File: src/rtl/sadg_pkg.sv
package sadg_pkg;
  localparam int BLK = 4;  // group is BLK x BLK pixels, one PE row per pixel row

  function automatic int sad_bits(int pix_w);
    return pix_w + 2 * $clog2(BLK);
  endfunction
endpackage

File: src/rtl/sad_ad_pe.sv
// |R-C| split as magnitude plus correction bit; current pixel arrives inverted.
module sad_ad_pe #(
  parameter int PIX_W = 8
) (
  input  logic [PIX_W-1:0] ref_i,
  input  logic [PIX_W-1:0] cur_inv_i,
  output logic [PIX_W-1:0] mag_o,
  output logic             cor_o
);
  logic [PIX_W:0] sum;

  assign sum   = {1'b0, ref_i} + {1'b0, cur_inv_i};
  assign cor_o = sum[PIX_W];
  assign mag_o = sum[PIX_W-1:0] ^ {PIX_W{~sum[PIX_W]}};
endmodule

File: src/rtl/sad_csa42.sv
// Vector 4:2 compressor: two chained full adders per bit, horizontal carry chain.
// sum_o + carry_o == a+b+c+d+cin_i+cl_i (mod 2^W)
module sad_csa42 #(
  parameter int W = 12
) (
  input  logic [W-1:0] a_i,
  input  logic [W-1:0] b_i,
  input  logic [W-1:0] c_i,
  input  logic [W-1:0] d_i,
  input  logic         cin_i,
  input  logic         cl_i,
  output logic [W-1:0] sum_o,
  output logic [W-1:0] carry_o
);
  logic [W-1:0] s1;
  logic [W-1:0] hin;
  logic [W-2:0] h;
  logic [W-2:0] k;

  for (genvar j = 0; j < W; j++) begin : g_bit
    assign s1[j]    = a_i[j] ^ b_i[j] ^ c_i[j];
    assign sum_o[j] = s1[j] ^ d_i[j] ^ hin[j];
    if (j == 0) begin : g_lsb
      assign hin[j] = cin_i;
    end else begin : g_up
      assign hin[j] = h[j-1];
    end
    if (j < W - 1) begin : g_co
      assign h[j] = (a_i[j] & b_i[j]) | (a_i[j] & c_i[j]) | (b_i[j] & c_i[j]);
      assign k[j] = (s1[j] & d_i[j]) | (s1[j] & hin[j]) | (d_i[j] & hin[j]);
    end
  end

  assign carry_o = {k, cl_i};
endmodule

File: src/rtl/sad_row_acc.sv
// One PE row: four differences plus the incoming carry/sum pair, left unresolved.
module sad_row_acc #(
  parameter int PIX_W = 8,
  parameter int SAD_W = 12
) (
  input  logic [sadg_pkg::BLK*PIX_W-1:0] ref_row_i,
  input  logic [sadg_pkg::BLK*PIX_W-1:0] cur_inv_i,
  input  logic [SAD_W-1:0]               s_i,
  input  logic [SAD_W-1:0]               c_i,
  output logic [SAD_W-1:0]               s_o,
  output logic [SAD_W-1:0]               c_o
);
  localparam int BLK = sadg_pkg::BLK;
  localparam int EXT = SAD_W - PIX_W;

  logic [PIX_W-1:0] mag [BLK];
  logic [SAD_W-1:0] mag_x [BLK];
  logic [BLK-1:0]   cor;
  logic [SAD_W-1:0] s_a, c_a;

  for (genvar x = 0; x < BLK; x++) begin : g_pe
    sad_ad_pe #(.PIX_W(PIX_W)) u_pe (
      .ref_i     (ref_row_i[x*PIX_W +: PIX_W]),
      .cur_inv_i (cur_inv_i[x*PIX_W +: PIX_W]),
      .mag_o     (mag[x]),
      .cor_o     (cor[x])
    );
    assign mag_x[x] = {{EXT{1'b0}}, mag[x]};
  end

  // level 1: four magnitudes, two correction bits
  sad_csa42 #(.W(SAD_W)) u_lvl1 (
    .a_i(mag_x[0]), .b_i(mag_x[1]), .c_i(mag_x[2]), .d_i(mag_x[3]),
    .cin_i(cor[0]), .cl_i(cor[1]), .sum_o(s_a), .carry_o(c_a)
  );

  // level 2: merge with pair from the row above, remaining correction bits
  sad_csa42 #(.W(SAD_W)) u_lvl2 (
    .a_i(s_a), .b_i(c_a), .c_i(s_i), .d_i(c_i),
    .cin_i(cor[2]), .cl_i(cor[3]), .sum_o(s_o), .carry_o(c_o)
  );
endmodule

File: src/rtl/sad_pp4_group.sv
module sad_pp4_group #(
  parameter int PIX_W = 8
) (
  input  logic                                       clk_i,
  input  logic                                       rst_ni,
  input  logic                                       cur_we_i,
  input  logic [$clog2(sadg_pkg::BLK*sadg_pkg::BLK)-1:0] cur_idx_i,
  input  logic [PIX_W-1:0]                           cur_pix_i,
  input  logic                                       ref_vld_i,
  input  logic [sadg_pkg::BLK*PIX_W-1:0]             ref_row_i,
  output logic                                       sad_vld_o,
  output logic [sadg_pkg::sad_bits(PIX_W)-1:0]       sad_o
);
  localparam int BLK   = sadg_pkg::BLK;
  localparam int SAD_W = sadg_pkg::sad_bits(PIX_W);
  localparam int ROW_W = BLK * PIX_W;
  localparam int CNT_W = $clog2(BLK);
  localparam logic [CNT_W-1:0] RUN_FULL = CNT_W'(BLK - 1);

  // current block, stored inverted
  logic [BLK*ROW_W-1:0] cur_inv_q;

  always_ff @(posedge clk_i or negedge rst_ni) begin
    if (!rst_ni) cur_inv_q <= '1;
    else if (cur_we_i) cur_inv_q[cur_idx_i*PIX_W +: PIX_W] <= ~cur_pix_i;
  end

  logic [SAD_W-1:0] s_in  [BLK];
  logic [SAD_W-1:0] c_in  [BLK];
  logic [SAD_W-1:0] s_row [BLK];
  logic [SAD_W-1:0] c_row [BLK];
  logic [SAD_W-1:0] s_q   [BLK-1];
  logic [SAD_W-1:0] c_q   [BLK-1];

  for (genvar r = 0; r < BLK; r++) begin : g_row
    if (r == 0) begin : g_top
      assign s_in[r] = '0;
      assign c_in[r] = '0;
    end else begin : g_chain
      assign s_in[r] = s_q[r-1];
      assign c_in[r] = c_q[r-1];
    end

    sad_row_acc #(.PIX_W(PIX_W), .SAD_W(SAD_W)) u_row (
      .ref_row_i (ref_row_i),
      .cur_inv_i (cur_inv_q[r*ROW_W +: ROW_W]),
      .s_i       (s_in[r]),
      .c_i       (c_in[r]),
      .s_o       (s_row[r]),
      .c_o       (c_row[r])
    );

    if (r < BLK - 1) begin : g_dly
      always_ff @(posedge clk_i or negedge rst_ni) begin
        if (!rst_ni) begin
          s_q[r] <= '0;
          c_q[r] <= '0;
        end else begin
          s_q[r] <= s_row[r];
          c_q[r] <= c_row[r];
        end
      end
    end
  end

  // fill tracking: consecutive accepted rows, saturating
  logic [CNT_W-1:0] run_q;

  always_ff @(posedge clk_i or negedge rst_ni) begin
    if (!rst_ni) begin
      run_q     <= '0;
      sad_vld_o <= 1'b0;
      sad_o     <= '0;
    end else begin
      if (!ref_vld_i) run_q <= '0;
      else if (run_q != RUN_FULL) run_q <= run_q + 1'b1;
      sad_vld_o <= ref_vld_i && (run_q == RUN_FULL);
      sad_o     <= s_row[BLK-1] + c_row[BLK-1];  // single carry-propagate adder
    end
  end
endmodule

File: config.mk
export PLATFORM = sky130hd
export DESIGN_NAME = sad_pp4_group
export DESIGN_NICKNAME = d
export VERILOG_FILES = /design/src/rtl/sadg_pkg.sv /design/src/rtl/sad_ad_pe.sv /design/src/rtl/sad_csa42.sv /design/src/rtl/sad_row_acc.sv /design/src/rtl/sad_pp4_group.sv
export SDC_FILE = /design/constraint.sdc
export NUM_CORES = 1
export LEC_CHECK = 0
export BUFFER_PORTS_ARGS = -buffer_cell sky130_fd_sc_hd__buf_2
export CAP_MARGIN = 15
export CORE_MARGIN = 2
export CORE_UTILIZATION = 35
export CTS_BUF_LIST = sky130_fd_sc_hd__clkbuf_8
export DETAILED_ROUTE_END_ITERATION = 6
export GPL_TIMING_DRIVEN = 0
export PLACE_DENSITY_LB_ADDON = 0.15
export SLEW_MARGIN = 20
export SYNTH_ARGS = -nofsm -noshare
export SYNTH_HDL_FRONTEND = slang
export SYNTH_SLANG_ARGS = --single-unit
export TNS_END_PERCENT = 1
File: constraint.sdc
create_clock -name clk_i -period 8.05 [get_ports clk_i]
set_input_delay 1.61 -clock clk_i [delete_from_list [all_inputs] [get_ports clk_i]]
set_output_delay 1.61 -clock clk_i [all_outputs]
set_load 0.03 [all_outputs]
## Word level (Yosys, flattened, before mapping)

Index checks and enable logic that the tools add are counted.

- Register bits: 208
- Bits in latches: 0
- Bits in writable memories: 0
- Memory bits (read-only): 0
- Input bits: 48
- Output and inout port bits: 13
- Logic and storage cells: 960
- Memories: 0

- Add/sub/neg operators: 19
- Multipliers: 0
- Divide/modulo/power cells: 0
- Order comparisons: 0
- Equal/unequal tests: 3
- Shift-type cells: 2
- Multiplexer cells: 3
- Bitwise operators: 922
- Reductions and logical operators: 1

Operators by type and width:

| kind | count |
|---|---|
| $and A1 B1 Y1 | 382 |
| $xor A1 B1 Y1 | 262 |
| $or A1 B1 Y1 | 242 |
| $add A8 B8 Y9 | 16 |
| $bwmux W128 | 1 |
| $shift A8 B34 Y128 const A | 1 |
| $shiftx A8 B34 Y128 | 1 |
| $xor A8 B8 Y8 | 16 |
| $neg A7 Y34 | 1 |
| $not A1 Y1 | 16 |
| $add A12 B12 Y12 | 1 |
| $not A8 Y8 | 1 |
| $mux W2 | 2 |
| $add A2 B1 Y2 const B | 1 |
| $eq A2 B2 Y1 const B | 1 |
| $ne A2 B1 Y1 const B | 1 |
| $ne A2 B2 Y1 const B | 1 |
| $and A1 B1 Y1 const A | 1 |
| $logic_and A1 B1 Y1 | 1 |
| $xor A1 B1 Y1 const A | 1 |
| $xor A1 B1 Y1 const AB | 1 |

## Depth between registers and ports, before layout

Gate-level depths: netlist of the first run.

- Depth in word-level cells: 16
- Depth in mapped cells: 23
- Depth with buffers taken out: 23

## Cells and area by module

From an unflattened synthesis of the first run, not the netlist that was laid out.

- Cell total of the unflattened synthesis: 1787
- Area, all modules: 19681.4 µm²

Modules (own cells, without submodules):

| module | times used | cells an instance | area each (µm²) | sequential area each (µm²) |
|---|---|---|---|---|
| sad_pp4_group | 1 | 588 | 7977.7 | 5540.3 |
| sad_ad_pe (g_row[0].u_row.g_pe[0].u_pe ...) | 15 | 59 | 476.7 | 0.0 |
| sad_csa42 | 8 | 31 | 506.7 | 0.0 |
| sad_ad_pe (g_row[1].u_row.g_pe[2].u_pe) | 1 | 62 | 484.2 | 0.0 |
| sad_row_acc | 4 | 1 | 3.8 | 0.0 |

## Worst setup path after synthesis of the first run

No wires, ideal clock.

- Kind: in2reg
- Start: input port ref_row_i[0] in the netlist's numbering
- End: register sad_o[10] in the netlist's numbering
- Setup time: 87 ps
- Data arrival time: 6929 ps
- Required time: 7963 ps
- Path slack: 1034 ps
- Stages on the path: 23
- Buffers on the path: 0
- Path through: ha_1 fa_1 a21o_1 a21oi_2 o211ai_2 a21o_1 a21oi_4 xor2_1 fa_1 inv_1 fa_1 inv_1 fa_1 fa_1 ha_1 inv_1 fa_1 nor2b_1 o21ai_1 a21oi_1 o41ai_2 or4b_1 o211ai_1

- Longest elaborated chain between the ends: 16
- Elaborated cells on any way between the ends: 237
- Classes of those cells: 2 x add/sub; 235 x bitwise

Ends and longest elaborated chain:

| item | RTL line | source |
|---|---|---|
| start, declared | sad_pp4_group.sv:10 | `input logic [sadg_pkg::BLK*PIX_W-1:0] ref_row_i,` |
| $add A8 B8 Y9 (*) | sad_ad_pe.sv:12 | `assign sum = {1'b0, ref_i} + {1'b0, cur_inv_i};` |
| $not A1 Y1 | sad_ad_pe.sv:14 | `assign mag_o = sum[PIX_W-1:0] ^ {PIX_W{~sum[PIX_W]}};` |
| $xor A8 B8 Y8 | sad_ad_pe.sv:14 |  |
| $and A1 B1 Y1 | sad_csa42.sv:29 | `assign h[j] = (a_i[j] & b_i[j]) \| (a_i[j] & c_i[j]) \| (b_i[j] & c_i[j]);` |
| $or A1 B1 Y1 (2 in a row) | sad_csa42.sv:29 |  |
| $and A1 B1 Y1 | sad_csa42.sv:30 | `assign k[j] = (s1[j] & d_i[j]) \| (s1[j] & hin[j]) \| (d_i[j] & hin[j]);` |
| $or A1 B1 Y1 (2 in a row) | sad_csa42.sv:30 |  |
| $and A1 B1 Y1 | sad_csa42.sv:29 |  |
| $or A1 B1 Y1 (2 in a row) | sad_csa42.sv:29 |  |
| $and A1 B1 Y1 | sad_csa42.sv:30 |  |
| $or A1 B1 Y1 (2 in a row) | sad_csa42.sv:30 |  |
| $add A12 B12 Y12 (*) | sad_pp4_group.sv:78 | `sad_o <= s_row[BLK-1] + c_row[BLK-1];` |
| end signal, assigned | sad_pp4_group.sv:78 |  |
| end, declared | sad_pp4_group.sv:12 | `output logic [sadg_pkg::sad_bits(PIX_W)-1:0] sad_o` |

Mark *: on every way between the ends. The rest lies on a longest branch, timed or not.
A chain may end at the register's enable or synchronous reset.

## Final worst setup path of the first run

- Start: input port ref_row_i[8] in the netlist's numbering
- End: register sad_o[10] in the netlist's numbering

Same word-level chain as after synthesis.

==> results.md, run 1 <==
- Status: finished clean
- Register clock-pin slew on the reported worst setup and hold paths: 0.06 ns
- WL/cell: 20.8 um
- Crit path cell chain: buf_2 -> ha_1 -> fa_1 -> a211oi_1 -> o21bai_1 -> a21oi_1 -> o21ai_2 -> xnor2_1 -> fa_1 -> fa_1 -> fa_1 -> fa_1 -> ha_1 -> nor2b_1 -> o21ai_1 -> a21oi_1 -> o41ai_2 -> or4b_1 -> o211ai_1
- Die height: 230 um
- Hold_buf cts: 0
- Clock sinks: 206
- Nets: 2173
- Nature of the critical path endpoint: register
- IO Port Bufs: 51
- Crit path max-delay cell type: fa_1
- Placer Congestion: 0.868
- Vias in the first global route: 13482
- Buffers and inverters on the worst path: 1
- Max-slew violation count: 0
- Inserted Clock Buffers: 42
- Yosys cell types: 91
- # rows: 82
- EDFF count, synth: 0
- Setup TNS Final: 0 ns
- Most used cell, CP: fa_1
- Synth Register Bits: 206
- RSZ-0062 raised after global routing: no
- Vias per cell: 5.22
- Avg Synthesized Cell Area: 10.4 um^2
- CTS resizes: 0
- Synthesis Warnings: 0
- Register area share after synthesis: 0.297
- Post-DP HPWL: 41.7 mm
- Residual DRC: 0
- Crit path largest cell delay: 0.57 ns
- First-pass DRT Iterations: 4
- Crit Path Category: in -> reg
- Initial antenna violation count: 3
- Final setup margin: 0.679 ns
- CP max FO: 7
- Worst Path Required: 8.61 ns
- Placeable Area: 50400 um^2
- Power per cell area: 279 nW/um^2
- Setup Skew: 0.0443 ns
- Initial Util: 0.356
- Worst slack, placed: 0.0668 ns
- GR Overflow Total: 0
- Largest net degree at the start of global routing: 94
- CTS Root Cell: clkbuf_8
- First-pass GRT wire length: 80.2 mm
- I/O Pins: 61
- Fin. Hold Viols: 0
- Syn Std Cell Area: 17900 um^2
- Area grow syn2layout: 11.7%
- CTS max path bufs: 3
- DIE WIDTH: 230 um
- Max-cap viol count: 0
- Worst Path Arrival: 7.93 ns
- Vias: 13208
- Iter 0 DRT Violations: 701
- Post-CTS Setup Bufs: 0
- Synthesized Nets: 2076
- Total Wirelength: 52.7 mm
- # setup viols final: 0
- Final worst-path cycle share: 0.916
- Max-slew headroom: 0.219
- Measured slew at the worst slew-check pin: 1.17 ns
- Die footprint: 53000 um^2
- Commonest non-fill, non-tap cell in the layout: nand2_1
- Post-detailed-route count of antenna-violating nets: 0
- Delay-heaviest family, CP: adder cells
- Post-synth ARST share: 1.00
- Fill count: 4971
- Share of layout cells above drive strength 1: 0.190
- Gate Count Post-Synth: 1729
- Ant. Diodes: 0
- Worst-Skew Late Latency: 0.65 ns
- Hold Crit Class: reg -> reg
- CTS H-tree lvls: 2
- P_leak: 0.00876 uW
- Maximum vdd drop: 0.000212 V
- Most frequent cells in the layout: nand2_1 (184), ha_1 (161), inv_1 (141), fa_1 (138), dfstp_2 (128)
- Total Routing Usage GR: 0.203
- TritonCTS clock tree: built
- Crit start category: input port
- Post-route minimum period: 7.37 ns
- Max Freq: 136 MHz
- Most used DFF post-synth: dfstp_2
## worst reg2reg max path: stages, from the launching register on
cell and delay (ns):
dfstp_2 0.37, ha_1 0.21, fa_1 0.43, a211oi_1 0.24, o21bai_1 0.11, a21oi_1 0.44
o21ai_2 0.30, xnor2_1 0.48, fa_1 0.53, fa_1 0.52, fa_1 0.57, fa_1 0.43
ha_1 0.36, nor2b_1 0.15, o21ai_1 0.17, a21oi_1 0.13, o41ai_2 0.42, or4b_1 0.48
o211ai_1 0.10
## state kept, by name (all words and copies together) (netlist names)
name       flops
c_in          32
cur_inv_q    128
run_q          2
s_in          31
sad_o         12
sad_vld_o      1
## cells by family after synthesis
kind of cell / synth area share
flip-flops: 0.297
XOR/XNOR: 0.0914
buffers and inverters: 0.0423
multiplexers: 0.00761
AO/OA/AOI/OAI: 0.190
AND/OR/NAND/NOR: 0.105
adder cells (fa/ha/maj): 0.267
## per-layer routing
| metal | vias up | share of wire | global-route usage |
|---|---|---|---|
| li1 | 6305 | - | - |
| met1 | 6494 | 0.45 | 0.268 |
| met2 | 302 | 0.47 | 0.334 |
| met3 | 107 | 0.043 | 0.0247 |
| met4 | 0 | 0.040 | 0.0861 |
| met5 | - | 0 | 0 |
## final timing paths
path,from,to,slack [ns],cells after the start
max,ref_row_i[8],sad_o[10]$_DFF_PN0_,0.68,19
min,c_in[22]$_DFF_PN0_,s_in[10]$_DFF_PN0_,0.38,0
max reg2reg,cur_inv_q[104]$_DFFE_PN1P_,sad_o[10]$_DFF_PN0_,1.53,18
min reg2reg,c_in[22]$_DFF_PN0_,s_in[10]$_DFF_PN0_,0.38,0
max in group asynchronous,rst_ni,cur_inv_q[12]$_DFFE_PN1P_,6.26,2
min in group asynchronous,rst_ni,sad_o[6]$_DFF_PN0_,0.88,1
## area by class of cell
class	instances	area, um^2	share of cell area
inverters	128	480	0.0240
plain buffers	53	280	0.0140
repair buffers	53	320	0.0160
well taps	672	841	0.0420
clock buffers	48	661	0.0330
clock inverters	26	272	0.0136
flip-flops and latches	206	5320	0.266
multi-input cells	1342	11800	0.592
## cells in the mapped netlist (12+ instances only)
master    instances  share of area
dfstp_2         128           0.19
a211oi_1         23         0.0096
buf_2            20         0.0056
nand2_1         184          0.039
nor3_1           18         0.0050
a21oi_1          72          0.020
nor2b_1          14         0.0049
nand2b_1         12         0.0042
xnor2_1         123          0.060
fa_1            138           0.15
o211ai_1         15         0.0063
nand3_1          24         0.0067
dfrtp_1          78           0.11
o21ai_2          13         0.0064
a22oi_1          12         0.0050
o21ai_0          41          0.011
o31ai_1         116          0.049
nor2_1           59          0.012
clkbuf_1         15         0.0031
inv_1           128          0.027
o21bai_1         26          0.011
a21o_1           33          0.014
a211o_1          20         0.0098
xor2_1           62          0.030
ha_1            161           0.11
a31oi_1          13         0.0045
## stage by stage
step                      cell area [um^2]  std cells  total power, uW  hold WS (ns)  utilization
final                                20000       2528             5580         0.378        0.397
after global routing                 20000       2528             6110         0.392        0.397
after CTS                            20000       2528             5690         0.377        0.397
after detailed placement             19100       2454             4380         0.363        0.379
after global placement               19000       2452             4310         0.340        0.377
after floorplan                      17900       1729             3520         0.331            -
## where the power goes
part | total [uW] | switching [uW] | internal (uW)
registers | 1430 | 118 | 1310
clock network | 1260 | 527 | 737
logic | 2890 | 1620 | 1270
(Power assumes the default switching activity.)
==> run 2: changes to the inputs <==
RECOVER_POWER = 100   (was not set)
==> run 2 against run 1 <==
The run now ends with max-capacitance violations, max-slew violations left. Power decreased by 0.42%. Die area unchanged. Utilization shrank 0.60 points. Non-clock buffer count did not move. Maximum frequency down 1.4%. Flip-flop and latch count unchanged. Hold slack about the same. Setup slack lost 0.11 ns. Critical endpoint unchanged. Largest cell class unchanged. Highest routed layer unchanged.
==> results.md, run 2 (synthesis results as in run 1) <==
- Status: finished, violations left
- Failing checks: max-capacitance violations, max-slew violations
- Initial Util: 0.356 (unchanged)
- Largest net degree at the start of global routing: 94 (unchanged)
- Largest register by flop count: cur_inv_q
- Initial antenna violation count: 3 (unchanged)
- CP max FO: 8 (+1)
- TritonCTS clock tree: built
- Crit start category: input port
- IO Port Bufs: 51 (unchanged)
- Comb power frac: 0.515 (-0.003)
- Max Freq: 134 MHz (-1.4%)
- Max-cap viol count: 3 (+3)
- Fin. Hold Viols: 0 (unchanged)
- DIE WIDTH: 230 um (unchanged)
- Max reg flops: 128 (unchanged)
- Vias in the first global route: 13482 (unchanged)
- First-pass GRT wire length: 80.2 mm (unchanged)
- Power share of the clock group: 0.227 (about the same)
- Max-slew violation count: 211 (+211)
- CTS H-tree lvls: 2 (unchanged)
- WL/cell: 20.9 um (+0.20%)
- Multi-input gate area: 11700 um^2 (-1.5%)
- Clock sinks: 206 (unchanged)
- Power per cell area: 282 nW/um^2 (+1.1%)
- Placeable Area: 50400 um^2 (unchanged)
- Placer Congestion: 0.868 (unchanged)
- Maximum vdd drop: 0.000212 V (about the same)
- # rows: 82 (unchanged)
- Cell Int Power: 3300 uW (-0.52%)
- Max-slew headroom: -1.23 (-1.45)
- Measured slew at the worst slew-check pin: 3.35 ns (+2.18 ns)
- Crit Path Category: in -> reg
- Reg area: 5320 um^2 (unchanged)
- Share of layout cells above drive strength 1: 0.150 (-0.0393)
- Switching pwr: 2260 uW (-0.28%)
- Post-CTS Setup Bufs: 0 (unchanged)
- Iter 0 DRT Violations: 714 (+1.9%)
- Residual DRC: 0 (unchanged)
- Commonest non-fill, non-tap cell in the layout: nand2_1
- CTS Root Cell: clkbuf_8
- Most frequent cells in the layout: nand2_1 (194), ha_1 (161), inv_1 (141), fa_1 (138), dfstp_2 (128)
- Switching share of power: 0.406 (+0.000569)
- Vias per cell: 5.21 (-0.19%)
- Inserted Clock Buffers: 42 (unchanged)
- Post-route minimum period: 7.48 ns (+0.108 ns)
- RSZ-0062 raised after global routing: no
- Total Wirelength: 52.8 mm (+0.24%)
- Nature of the critical path endpoint: register
- P_leak: 0.00853 uW (-2.6%)
- Final worst-path cycle share: 0.929 (+0.0135)
- Post-detailed-route count of antenna-violating nets: 0 (unchanged)
- Final Power: 5560 uW (-0.42%)
- # setup viols final: 0 (unchanged)
- Worst-Skew Late Latency: 0.65 ns (about the same)
- Die footprint: 53000 um^2 (unchanged)
- GR Overflow Total: 0 (unchanged)
- Post-DP HPWL: 41.7 mm (unchanged)
- Seq pwr share: 0.257 (about the same)
- Hold Crit Class: reg -> reg
- Die height: 230 um (unchanged)
- CTS resizes: 0 (unchanged)
- Total Routing Usage GR: 0.203 (unchanged)
- Nets: 2173 (unchanged)
- Register clock-pin slew on the reported worst setup and hold paths: 0.06 ns (about the same)
- Worst Path Required: 8.61 ns (about the same)
- Setup Skew: 0.0429 ns (-0.00140 ns)
- Fill count: 5031 (+1.2%)
- Hold_buf cts: 0 (unchanged)
- Area grow syn2layout: 10.0%
- Vias: 13188 (-0.15%)
- Setup TNS Final: 0 ns (unchanged)
- Worst Path Arrival: 8.04 ns (+0.11 ns)
- I/O Pins: 61 (unchanged)
- CTS max path bufs: 3 (unchanged)
- First-pass DRT Iterations: 4 (unchanged)
==> run 2: area by class of cell <==
type | count | share of cell area
diodes | 1 | 0.000127
plain buffers | 53 | 0.0117
clock buffers | 48 | 0.0335
clock inverters | 26 | 0.0138
inverters | 128 | 0.0244
multi-input cells | 1342 | 0.592
flip-flops and latches | 206 | 0.270
well taps | 672 | 0.0427
repair buffers | 53 | 0.0123
==> run 2: worst paths after layout <==
kind / slack [ns] / cells past startpoint / end / start
max: 0.57 / 18 / sad_o[10]$_DFF_PN0_ / ref_row_i[9]
min: 0.38 / 0 / s_in[10]$_DFF_PN0_ / c_in[22]$_DFF_PN0_
max reg2reg: 1.51 / 18 / sad_o[10]$_DFF_PN0_ / cur_inv_q[104]$_DFFE_PN1P_
min reg2reg: 0.38 / 0 / s_in[10]$_DFF_PN0_ / c_in[22]$_DFF_PN0_
max in group asynchronous: 1.85 / 2 / s_in[19]$_DFF_PN0_ / rst_ni
min in group asynchronous: 1.90 / 1 / sad_o[6]$_DFF_PN0_ / rst_ni
==> run 2: metrics by stage <==
step | area, um^2 | setup WS (ns) | utilization | std cells | hold WS, ns
2_1_floorplan | 17900 | 1.03 | - | 1729 | 0.331
3_3_place_gp | 19000 | 0.116 | 0.377 | 2452 | 0.340
3_5_place_dp | 19100 | 0.0668 | 0.379 | 2454 | 0.363
4_1_cts | 20000 | 0.748 | 0.397 | 2528 | 0.377
5_1_grt | 19700 | 0.294 | 0.391 | 2528 | 0.392
6_report | 19700 | 0.571 | 0.391 | 2529 | 0.378
==> run 2: worst max-delay path: stages <==
cell and delay [ns]:
clkbuf_1 0.35, fa_1 0.60, a211oi_1 0.24, o21bai_1 0.11, a21oi_1 0.44, o21ai_2 0.31, xnor2_1 0.49, fa_1 0.53
fa_1 0.53, fa_1 0.57, fa_1 0.43, ha_1 0.36, nor2b_1 0.15, o21ai_1 0.17, a21oi_1 0.13, o41ai_2 0.42
or4b_1 0.48, o211ai_1 0.10
==> run 2: per-layer routing <==
layer  part of all wire  GRT usage  routed length [um]  vias up
met5                  0          0                   0        -
met4              0.041     0.0861                2150        0
met3              0.036     0.0247                1890      108
met2               0.47      0.334               24800      269
met1               0.45      0.268               24000     6507
li1                   -          -                   -     6304
==> run 2: power by group through the flow <==
stage                     Sequential (uW)  Clock [uW]  Combinational [uW]
after floorplan                      1470           0                2040
after CTS                            1430        1310                2940
after detailed placement             1450           0                2930
after global routing                 1460        1350                3280
after global placement               1450           0                2860
final                                1430        1260                2860
